<file path="config.mk">
export PLATFORM = sky130hd
export DESIGN_NAME = supply_seq_top
export DESIGN_NICKNAME = d
export VERILOG_FILES = /design/src/rtl/supply_seq_pkg.sv /design/src/rtl/ssq_debounce.sv /design/src/rtl/ssq_tick_timer.sv /design/src/rtl/ssq_fault_reg.sv /design/src/rtl/supply_seq_top.sv
export SDC_FILE = /design/constraint.sdc
export NUM_CORES = 1
export LEC_CHECK = 0
export BUFFER_PORTS_ARGS = -buffer_cell sky130_fd_sc_hd__buf_2
export CORE_MARGIN = 5
export CORE_UTILIZATION = 62
export DETAILED_ROUTE_END_ITERATION = 12
export GPL_ROUTABILITY_DRIVEN = 1
export PLACE_DENSITY = 0.81
export SYNTH_ARGS = -nofsm -noshare
export SYNTH_HDL_FRONTEND = slang
export SYNTH_SLANG_ARGS = --single-unit
</file>
<file path="constraint.sdc">
create_clock -name clk -period 2.2 [get_ports clk]
set_input_delay 0.22 -clock clk [delete_from_list [all_inputs] [get_ports clk]]
set_output_delay 0.22 -clock clk [all_outputs]
set_load 0.02 [all_outputs]
</file>
<file path="src/rtl/supply_seq_pkg.sv">
package supply_seq_pkg;

    // Map a 2-bit delay code onto a tick count.
    function automatic int unsigned pick_ticks(
        input logic [1:0]  code,
        input int unsigned t0,
        input int unsigned t1,
        input int unsigned t2,
        input int unsigned t3
    );
        case (code)
            2'd0:    return t0;
            2'd1:    return t1;
            2'd2:    return t2;
            default: return t3;
        endcase
    endfunction

    function automatic int unsigned max4(
        input int unsigned a,
        input int unsigned b,
        input int unsigned c,
        input int unsigned d
    );
        int unsigned m;
        m = a;
        if (b > m) m = b;
        if (c > m) m = c;
        if (d > m) m = d;
        return m;
    endfunction

endpackage

</file>
<file path="src/rtl/ssq_debounce.sv">
module ssq_debounce #(
    parameter int unsigned HOLD_CYC = 625
) (
    input  logic clk,
    input  logic rst_n,
    input  logic raw,
    output logic active
);
    localparam int unsigned CW = $clog2(HOLD_CYC + 1);
    localparam logic [CW-1:0] HOLD_V = CW'(HOLD_CYC);

    typedef struct packed {
        logic [CW-1:0] cnt;
    } deb_t;

    deb_t st_d, st_q;

    always_comb begin
        st_d = st_q;
        if (!raw) begin
            st_d.cnt = '0;
        end else if (st_q.cnt != HOLD_V) begin
            st_d.cnt = st_q.cnt + 1'b1;
        end
    end

    always_ff @(posedge clk or negedge rst_n) begin
        if (!rst_n) st_q <= '0;
        else        st_q <= st_d;
    end

    assign active = (st_q.cnt == HOLD_V);

endmodule

</file>
<file path="src/rtl/ssq_tick_timer.sv">
module ssq_tick_timer
    import supply_seq_pkg::*;
#(
    parameter int unsigned DLY_T0 = 100,
    parameter int unsigned DLY_T1 = 500,
    parameter int unsigned DLY_T2 = 1000,
    parameter int unsigned DLY_T3 = 5000
) (
    input  logic       clk,
    input  logic       rst_n,
    input  logic       tick,
    input  logic       run,
    input  logic [1:0] code,
    output logic       done
);
    localparam int unsigned MAXT = max4(DLY_T0, DLY_T1, DLY_T2, DLY_T3);
    localparam int unsigned CW   = $clog2(MAXT + 1);

    typedef struct packed {
        logic [CW-1:0] cnt;
        logic          done;
    } tmr_t;

    tmr_t          st_d, st_q;
    logic [CW-1:0] last_cnt;

    always_comb begin
        last_cnt = CW'(pick_ticks(code, DLY_T0, DLY_T1, DLY_T2, DLY_T3) - 1);
        st_d = st_q;
        if (!run) begin
            st_d = '0;
        end else if (!st_q.done && tick) begin
            if (st_q.cnt >= last_cnt) begin
                st_d.done = 1'b1;
                st_d.cnt  = '0;
            end else begin
                st_d.cnt = st_q.cnt + 1'b1;
            end
        end
    end

    always_ff @(posedge clk or negedge rst_n) begin
        if (!rst_n) st_q <= '0;
        else        st_q <= st_d;
    end

    assign done = st_q.done;

endmodule

</file>
<file path="src/rtl/ssq_fault_reg.sv">
module ssq_fault_reg #(
    parameter int unsigned NCH = 4
) (
    input  logic           clk,
    input  logic           rst_n,
    input  logic           wr_en,
    input  logic [NCH-1:0] wr_data,
    input  logic [NCH-1:0] fail,
    output logic [NCH-1:0] status
);
    typedef struct packed {
        logic [NCH-1:0] bits;
    } flt_t;

    flt_t st_d, st_q;

    always_comb begin
        st_d = st_q;
        if (wr_en) st_d.bits = wr_data;
        st_d.bits = st_d.bits & ~fail;
    end

    always_ff @(posedge clk or negedge rst_n) begin
        if (!rst_n) st_q <= '0;
        else        st_q <= st_d;
    end

    assign status = st_q.bits;

endmodule

</file>
<file path="src/rtl/supply_seq_top.sv">
module supply_seq_top #(
    parameter int unsigned NCH       = 4,
    parameter int unsigned DLY_T0    = 100,
    parameter int unsigned DLY_T1    = 500,
    parameter int unsigned DLY_T2    = 1000,
    parameter int unsigned DLY_T3    = 5000,
    parameter int unsigned MR_CYCLES = 625
) (
    input  logic           clk,
    input  logic           rst_n,
    input  logic           tick,
    input  logic [NCH-1:0] mon_ok,
    input  logic           man_rst,
    input  logic [2*NCH-1:0] chan_dly_cfg,
    input  logic [7:0]     rst_dly_cfg,
    input  logic           flt_wr_en,
    input  logic [NCH-1:0] flt_wr_data,
    output logic [NCH-1:0] pg_n,
    output logic           sys_rst_n,
    output logic [NCH-1:0] flt_status
);
    localparam int unsigned RST_CODE_LSB = 2;

    logic           mr_act;
    logic [NCH-1:0] chan_good;
    logic [NCH-1:0] chan_fail;
    logic           rst_run;
    logic           rst_done;

    ssq_debounce #(.HOLD_CYC(MR_CYCLES)) mr_deb_i (
        .clk    (clk),
        .rst_n  (rst_n),
        .raw    (man_rst),
        .active (mr_act)
    );

    for (genvar g = 0; g < NCH; g++) begin : g_chan
        ssq_tick_timer #(
            .DLY_T0(DLY_T0), .DLY_T1(DLY_T1), .DLY_T2(DLY_T2), .DLY_T3(DLY_T3)
        ) chan_tmr_i (
            .clk   (clk),
            .rst_n (rst_n),
            .tick  (tick),
            .run   (mon_ok[g] & ~mr_act),
            .code  (chan_dly_cfg[2*g +: 2]),
            .done  (chan_good[g])
        );
        // Supply loss while the channel is reporting good.
        assign chan_fail[g] = chan_good[g] & ~mon_ok[g];
    end

    assign rst_run = (&chan_good) & (&mon_ok) & ~mr_act;

    ssq_tick_timer #(
        .DLY_T0(DLY_T0), .DLY_T1(DLY_T1), .DLY_T2(DLY_T2), .DLY_T3(DLY_T3)
    ) rst_tmr_i (
        .clk   (clk),
        .rst_n (rst_n),
        .tick  (tick),
        .run   (rst_run),
        .code  (rst_dly_cfg[RST_CODE_LSB +: 2]),
        .done  (rst_done)
    );

    ssq_fault_reg #(.NCH(NCH)) flt_i (
        .clk     (clk),
        .rst_n   (rst_n),
        .wr_en   (flt_wr_en),
        .wr_data (flt_wr_data),
        .fail    (chan_fail),
        .status  (flt_status)
    );

    assign pg_n      = ~chan_good;
    assign sys_rst_n = rst_done;

endmodule

</file>
Word level (Yosys, flattened, before mapping)
Cells that the tools add are included.
W data, S select, Z words.
{"block": "totals", "output_inout_bits": 9, "mem_count": 0, "wordCells": 119, "latchBits": 0, "ff_bits": 84, "rom_bits": 0, "ram_bits": 0, "inputBits": 29}
{"block": "op_classes", "n_mul": 0, "eq_ne": 23, "reduce_logical": 22, "order_cmp": 5, "bitwise": 18, "addsub": 11, "div_mod_pow": 0, "n_shift": 0, "n_mux": 28}
{"op": "$pmux W13 S3", "count": 5}
{"op": "$mux W14", "count": 10}
{"op": "$add A13 B1 Y13 const B", "count": 5}
{"op": "$ge A13 B13 Y1", "count": 5}
{"op": "$mux W13", "count": 5}
{"op": "$sub A13 B1 Y13 const B", "count": 5}
{"op": "$mux W10", "count": 2}
{"op": "$ne A2 B2 Y1 const B", "count": 10}
{"op": "$add A10 B1 Y10 const B", "count": 1}
{"op": "$and A1 B1 Y1", "count": 10}
{"op": "$eq A10 B10 Y1 const B", "count": 1}
{"op": "$eq A2 B1 Y1 const B", "count": 5}
{"op": "$eq A2 B2 Y1 const B", "count": 5}
{"op": "$logic_not A2 Y1", "count": 5}
{"op": "$ne A10 B10 Y1 const B", "count": 1}
{"op": "$reduce_and A2 Y1", "count": 5}
{"op": "$not A4 Y4", "count": 2}
{"op": "$reduce_and A4 Y1", "count": 2}
{"op": "$logic_and A1 B1 Y1", "count": 5}
{"op": "$logic_not A1 Y1", "count": 5}
{"op": "$mux W1", "count": 5}
{"op": "$not A1 Y1", "count": 5}
{"op": "$and A4 B4 Y4", "count": 1}
{"op": "$mux W4", "count": 1}
{"op": "$ne A2 B1 Y1 const B", "count": 1}

Depth between registers and ports, before layout
{"block": "logic_depth", "word_depth": 7, "mapped_depth": 10, "depth_no_buf": 9}

Modules after synthesis
A second synthesis with hierarchy kept.
{"block": "unflattened", "hier_cells": 643, "area_unflattened_um2": 5953.2}
{"module": "ssq_tick_timer (g_chan[0].chan_tmr_i ...)", "n_inst": 4, "cells_each": 112, "seq_area_each_um2": 350.3, "area_per_inst_um2": 1032.2}
{"module": "ssq_tick_timer (g_chan[3].chan_tmr_i)", "n_inst": 1, "cells_each": 114, "seq_area_each_um2": 350.3, "area_per_inst_um2": 1028.5}
{"module": "ssq_debounce", "n_inst": 1, "cells_each": 53, "seq_area_each_um2": 250.2, "area_per_inst_um2": 544.3}
{"module": "ssq_fault_reg", "n_inst": 1, "cells_each": 13, "seq_area_each_um2": 100.1, "area_per_inst_um2": 160.2}
{"module": "supply_seq_top", "n_inst": 1, "cells_each": 15, "seq_area_each_um2": 0.0, "area_per_inst_um2": 91.3}

Least setup slack after synthesis
OpenSTA, ideal clock, no wires.
{"block": "synth_timing", "path_type": "reg-to-reg", "from": "register g_chan[2].chan_tmr_i.st_q[4] in the netlist's numbering", "to": "register g_chan[2].chan_tmr_i.st_q[8] in the netlist's numbering", "required_ns": 2.135, "synth_period_minus_slack_ns": 1.989, "slack_ns": 0.211, "arrival_ns": 1.924, "n_path_buf": 1, "stages_incl_launch_ff": 9, "cell_sequence": "dfrtp_1 > ha_1 > a211oi_1 > a211oi_1 > o21ai_0 > nand2_1 > buf_4 > o31ai_1 > a31o_2"}
{"block": "synth_via", "elab_chain_len": 4}
{"item": "start, declared", "line": "ssq_tick_timer.sv:24", "text": "tmr_t st_d, st_q;"}
{"item": "start signal, assigned", "line": "ssq_tick_timer.sv:44", "text": "else st_q <= st_d;"}
{"item": "$add A13 B1 Y13 / $ge A13 B13 Y1 (equally long branches)", "line": "ssq_tick_timer.sv:37, ssq_tick_timer.sv:33"}
{"item": "$mux W13 (*)", "line": "ssq_tick_timer.sv:33", "text": "if (st_q.cnt >= last_cnt) begin"}
{"item": "$mux W14 (*)", "line": "ssq_tick_timer.sv:32", "text": "end else if (!st_q.done && tick) begin"}
{"item": "$mux W14 (*)", "line": "ssq_tick_timer.sv:30", "text": "if (!run) begin"}
Every way passes the cells marked *; elsewhere a longest branch is shown, timed or not. The select of a mux whose other input is x is not followed.
A chain may end at the register's enable or synchronous reset.

Worst setup path in the final report
{"block": "layout_timing", "from": "register rst_tmr_i.st_q[9] in the netlist's numbering", "to": "register rst_tmr_i.st_q[7] in the netlist's numbering"}
{"block": "layout_via", "elab_chain_len": 4}
{"item": "start, declared", "line": "ssq_tick_timer.sv:24"}
{"item": "start signal, assigned", "line": "ssq_tick_timer.sv:44"}
{"item": "$ge A13 B13 Y1", "line": "ssq_tick_timer.sv:33"}
{"item": "$mux W13", "line": "ssq_tick_timer.sv:33"}
{"item": "$mux W14", "line": "ssq_tick_timer.sv:32"}
{"item": "$mux W14", "line": "ssq_tick_timer.sv:30"}
Every way passes these cells. The select of a mux whose other input is x is not followed.

==> results.cfg <==
[critical_path]
setup.worst_path.end_class = register
worstPathMaxFanout = 7
cp_data_arrival_time_ns = 2.48
worst-path-buf-inv = 0
crit_chain = ha_1, a21oi_1, o21ai_0, o21ai_2, a21oi_1, or4_4, nor2_1
r2r_setup_slack_ns = 0.01
cpMostUsedCell = a21oi_1
crit_family = compound AO/OA/AOI/OAI gates
path_class = reg2reg
slowest_stage = or4_4
max_stage_delay_ns = 0.50
crit_required_ns = 2.49
startpoint_type = register

[drt]
dr.pass1.iters = 5
viasPerCell = 6.161
vias = 5206
ant_nets = 0
drt_wl_total_um = 13920
wl_per_cell_um = 16.48
drc = 0
drtIter0Drc = 300

[floorplanning]
initial_core_util_pct = 63.28
rows = 35
io_pins = 38
die_w_um = 106.9
die_h_um = 106.9
core_region_area_mm2 = 0.009196
die_area_mm2 = 0.01142

[pwr]
p_switching_uw = 833.4
power.share.clock_pct = 39.4
p_leak_uw = 0.003122
p_seq_share_pct = 49.6
total_power_uw = 3211
p_int_uw = 2377
ir_drop_v = 0.0003907
power.density_mw_per_mm2 = 474.6
switching_share_pct = 25.96
combPwrFrac_pct = 11.0

[cts]
clkLatencyLatePin_ns = 0.37
cts-root-buf = clkbuf_8
cts_sinks = 84
htree_levels = 3
clk_pin_slew_ns = 0.09
cts_tree = built
clockBufferDepth = 2
cts_buffers = 9

[logic_synthesis]
yosysUniqueCellTypes = 62
async_reset_ff_share_pct = 100.0
synth-seq-cells = 84
synth-seq-area-share_pct = 36.12
synth_flop_cell = dfrtp_1
ys_warn_count = 0
syn_area_mm2 = 0.005819
synth.avg_cell_area_um2 = 9.121
synth_edf_count = 0
syn-instance-count = 638

[sta]
slew_violations = 0
whs_ns = 0.1592
rsz0062_at_grt = yes
hold_viol_final = 0
max_freq_mhz = 457.5
setup_viol = 0
min_period_over_period_pct = 99.36
post-route-min-period_ns = 2.186
fin_worst_skew_ns = 0.01499
max_slew_margin_pct = 64.10
worst_pin_slew_ns = 0.5384

[global_route]
antenna_found_initial = 0
grt_pass1_wl_um = 23450
grt_pass1_vias = 5195
gr-usage-all-layers_pct = 24.90
overflow = 0
grt_max_degree = 39

[final_layout]
n_fill_cell = 658
syn_to_final_growth_pct = 16.25
drive_above_1_share_pct = 18.26
num-nets-final = 820
diodes = 0

[place]
gp_congestion = 0.8563
io_buffers = 31
dp_hpwl_um = 10280

[status]
run_status = complete, no violations

[flow_run]
maxCapViolCount = 0

[min_path]
worstHoldPathType = in2reg
[sequential cells by signal (all words and copies together) (netlist names)]
name / flops
g_chan.chan_tmr_i.st_q: 52
g_chan.chan_tmr_i.done: 4
rst_tmr_i.done: 1
flt_i.status: 4
mr_deb_i.st_q: 10
rst_tmr_i.st_q: 13
[kinds of logic (layout without fill, tap and decap cells)]
logic type | after synthesis | after routing | share of synthesized area (%)
DFF | 84 | 84 | 36.12
adders and majority gates | 62 | 62 | 13.33
other | 1 | 15 | 0.06444
xor gates and xnor gates | 35 | 35 | 5.268
AOI/OAI and AO/OA | 120 | 121 | 14.56
and+or+nand+nor | 302 | 302 | 28.17
buffers and inverters | 34 | 115 | 2.494
[metrics by stage]
stage / setup WS, ns / utilization [%] / setup TNS [ns] / cells / instance area, µm²
detailed placement: -0.06598 / 69.47 / -0.4862 / 820 / 6389
finish: 0.01403 / 73.56 / 0 / 845 / 6765
global route: -0.1059 / 73.56 / -0.8802 / 845 / 6765
CTS: 0.0003213 / 72.22 / 0 / 838 / 6641
floorplan: 0.2114 / - / 0 / 652 / 5872
global placement: 0.001539 / 69.47 / 0 / 820 / 6389
[per-layer routing]
| metal | global-route usage, % | part of all wire [%] | vias to the layer above |
|---|---|---|---|
| li1 | - | - | 2517 |
| met5 | 0 | 0 | - |
| met4 | 7.397 | 1.6 | 0 |
| met1 | 31.92 | 44 | 2542 |
| met3 | 4.395 | 4.1 | 24 |
| met2 | 43.08 | 50 | 123 |
[layout by cell type (no fill, tap or decap), types with 26 or more instances in the layout]
cell     instances
buf_2           30
buf_4           41
dfrtp_1         82
ha_1            61
inv_1           26
nand2_1         61
nand3_1         27
nand4_1         26
nor2_1          68
[worst paths after layout]
path / start / endpoint / cells past startpoint
min: man_rst / mr_deb_i.st_q[1]$_DFFE_PN0P_ / 2
max in group asynchronous: rst_n / g_chan[2].chan_tmr_i.st_q[12]$_DFFE_PN0P_ / 3
min in group asynchronous: rst_n / g_chan[1].chan_tmr_i.st_q[3]$_DFFE_PN0P_ / 2
max reg2reg: rst_tmr_i.st_q[9]$_DFFE_PN0P_ / rst_tmr_i.st_q[7]$_DFFE_PN0P_ / 7
max: rst_tmr_i.st_q[9]$_DFFE_PN0P_ / rst_tmr_i.st_q[7]$_DFFE_PN0P_ / 7
min reg2reg: g_chan[0].chan_tmr_i.st_q[13]$_DFFE_PN0P_ / g_chan[0].chan_tmr_i.st_q[13]$_DFFE_PN0P_ / 1
[power groups by stage]
stage          registers [µW]  clock network [µW]  logic (µW)
5_1_grt                  1600                1350         393
6_report                 1590                1270         352
2_1_floorplan            1630                   0         178
3_3_place_gp             1620                   0         318
3_5_place_dp             1620                   0         337
4_1_cts                  1590                1280         341
[layout make-up]
class | instances | area, µm² | area share, %
Sequential cell | 84 | 2105 | 31.11
Tap cell | 111 | 138.9 | 2.053
Timing Repair Buffer | 73 | 488.0 | 7.213
Clock buffer | 11 | 141.4 | 2.090
Clock inverter | 5 | 85.08 | 1.258
Multi-Input combinational cell | 535 | 3710 | 54.84
Inverter | 26 | 97.59 | 1.443
[repair_timing]
| action | in CTS | in global routing |
|---|---|---|
| setup endpoints to repair | 16 | 58 |
| cloned | 0 | 1 |
| setup buffers | 1 | 6 |
| endpoints found under the hold margin | 36 | 0 |
| gates resized for setup | 2 | 21 |
| hold buffers | 1 | 0 |
| pin swaps | 1 | 3 |
[cell usage after synthesis, types with 3 or more instances]
master    count  area share [%]
a211oi_1     12             1.5
a21o_1        4            0.52
a21oi_1      21             1.8
a221o_1       4            0.69
a22o_1        7             1.1
a31o_2        3            0.45
and2_1       18             1.9
and3_1       14             1.5
and4_1        9             1.4
buf_2         5            0.43
dfrtp_1      84              36
ha_1         62              13
inv_1        26             1.7
nand2_1      62             4.0
nand2b_1      8            0.86
nand3_1      27             2.3
nand4_1      26             2.8
nor2_1       68             4.4
nor2_2        3            0.32
nor2b_1       6            0.65
nor3_1       15             1.3
nor3b_1       5            0.65
nor3b_2       3            0.65
nor4_1        7            0.75
nor4b_1       3            0.45
o211ai_1      4            0.52
o21a_1        7            0.90
o21ai_0      23             2.0
o21ai_1       4            0.34
o221a_2       4            0.77
o22ai_1       3            0.32
o311ai_0      4            0.60
o31ai_1      10             1.3
or2_2         6            0.65
or3_1         5            0.54
xnor2_1      13             2.0
xor2_1       22             3.3
(Power assumes the default switching activity.)
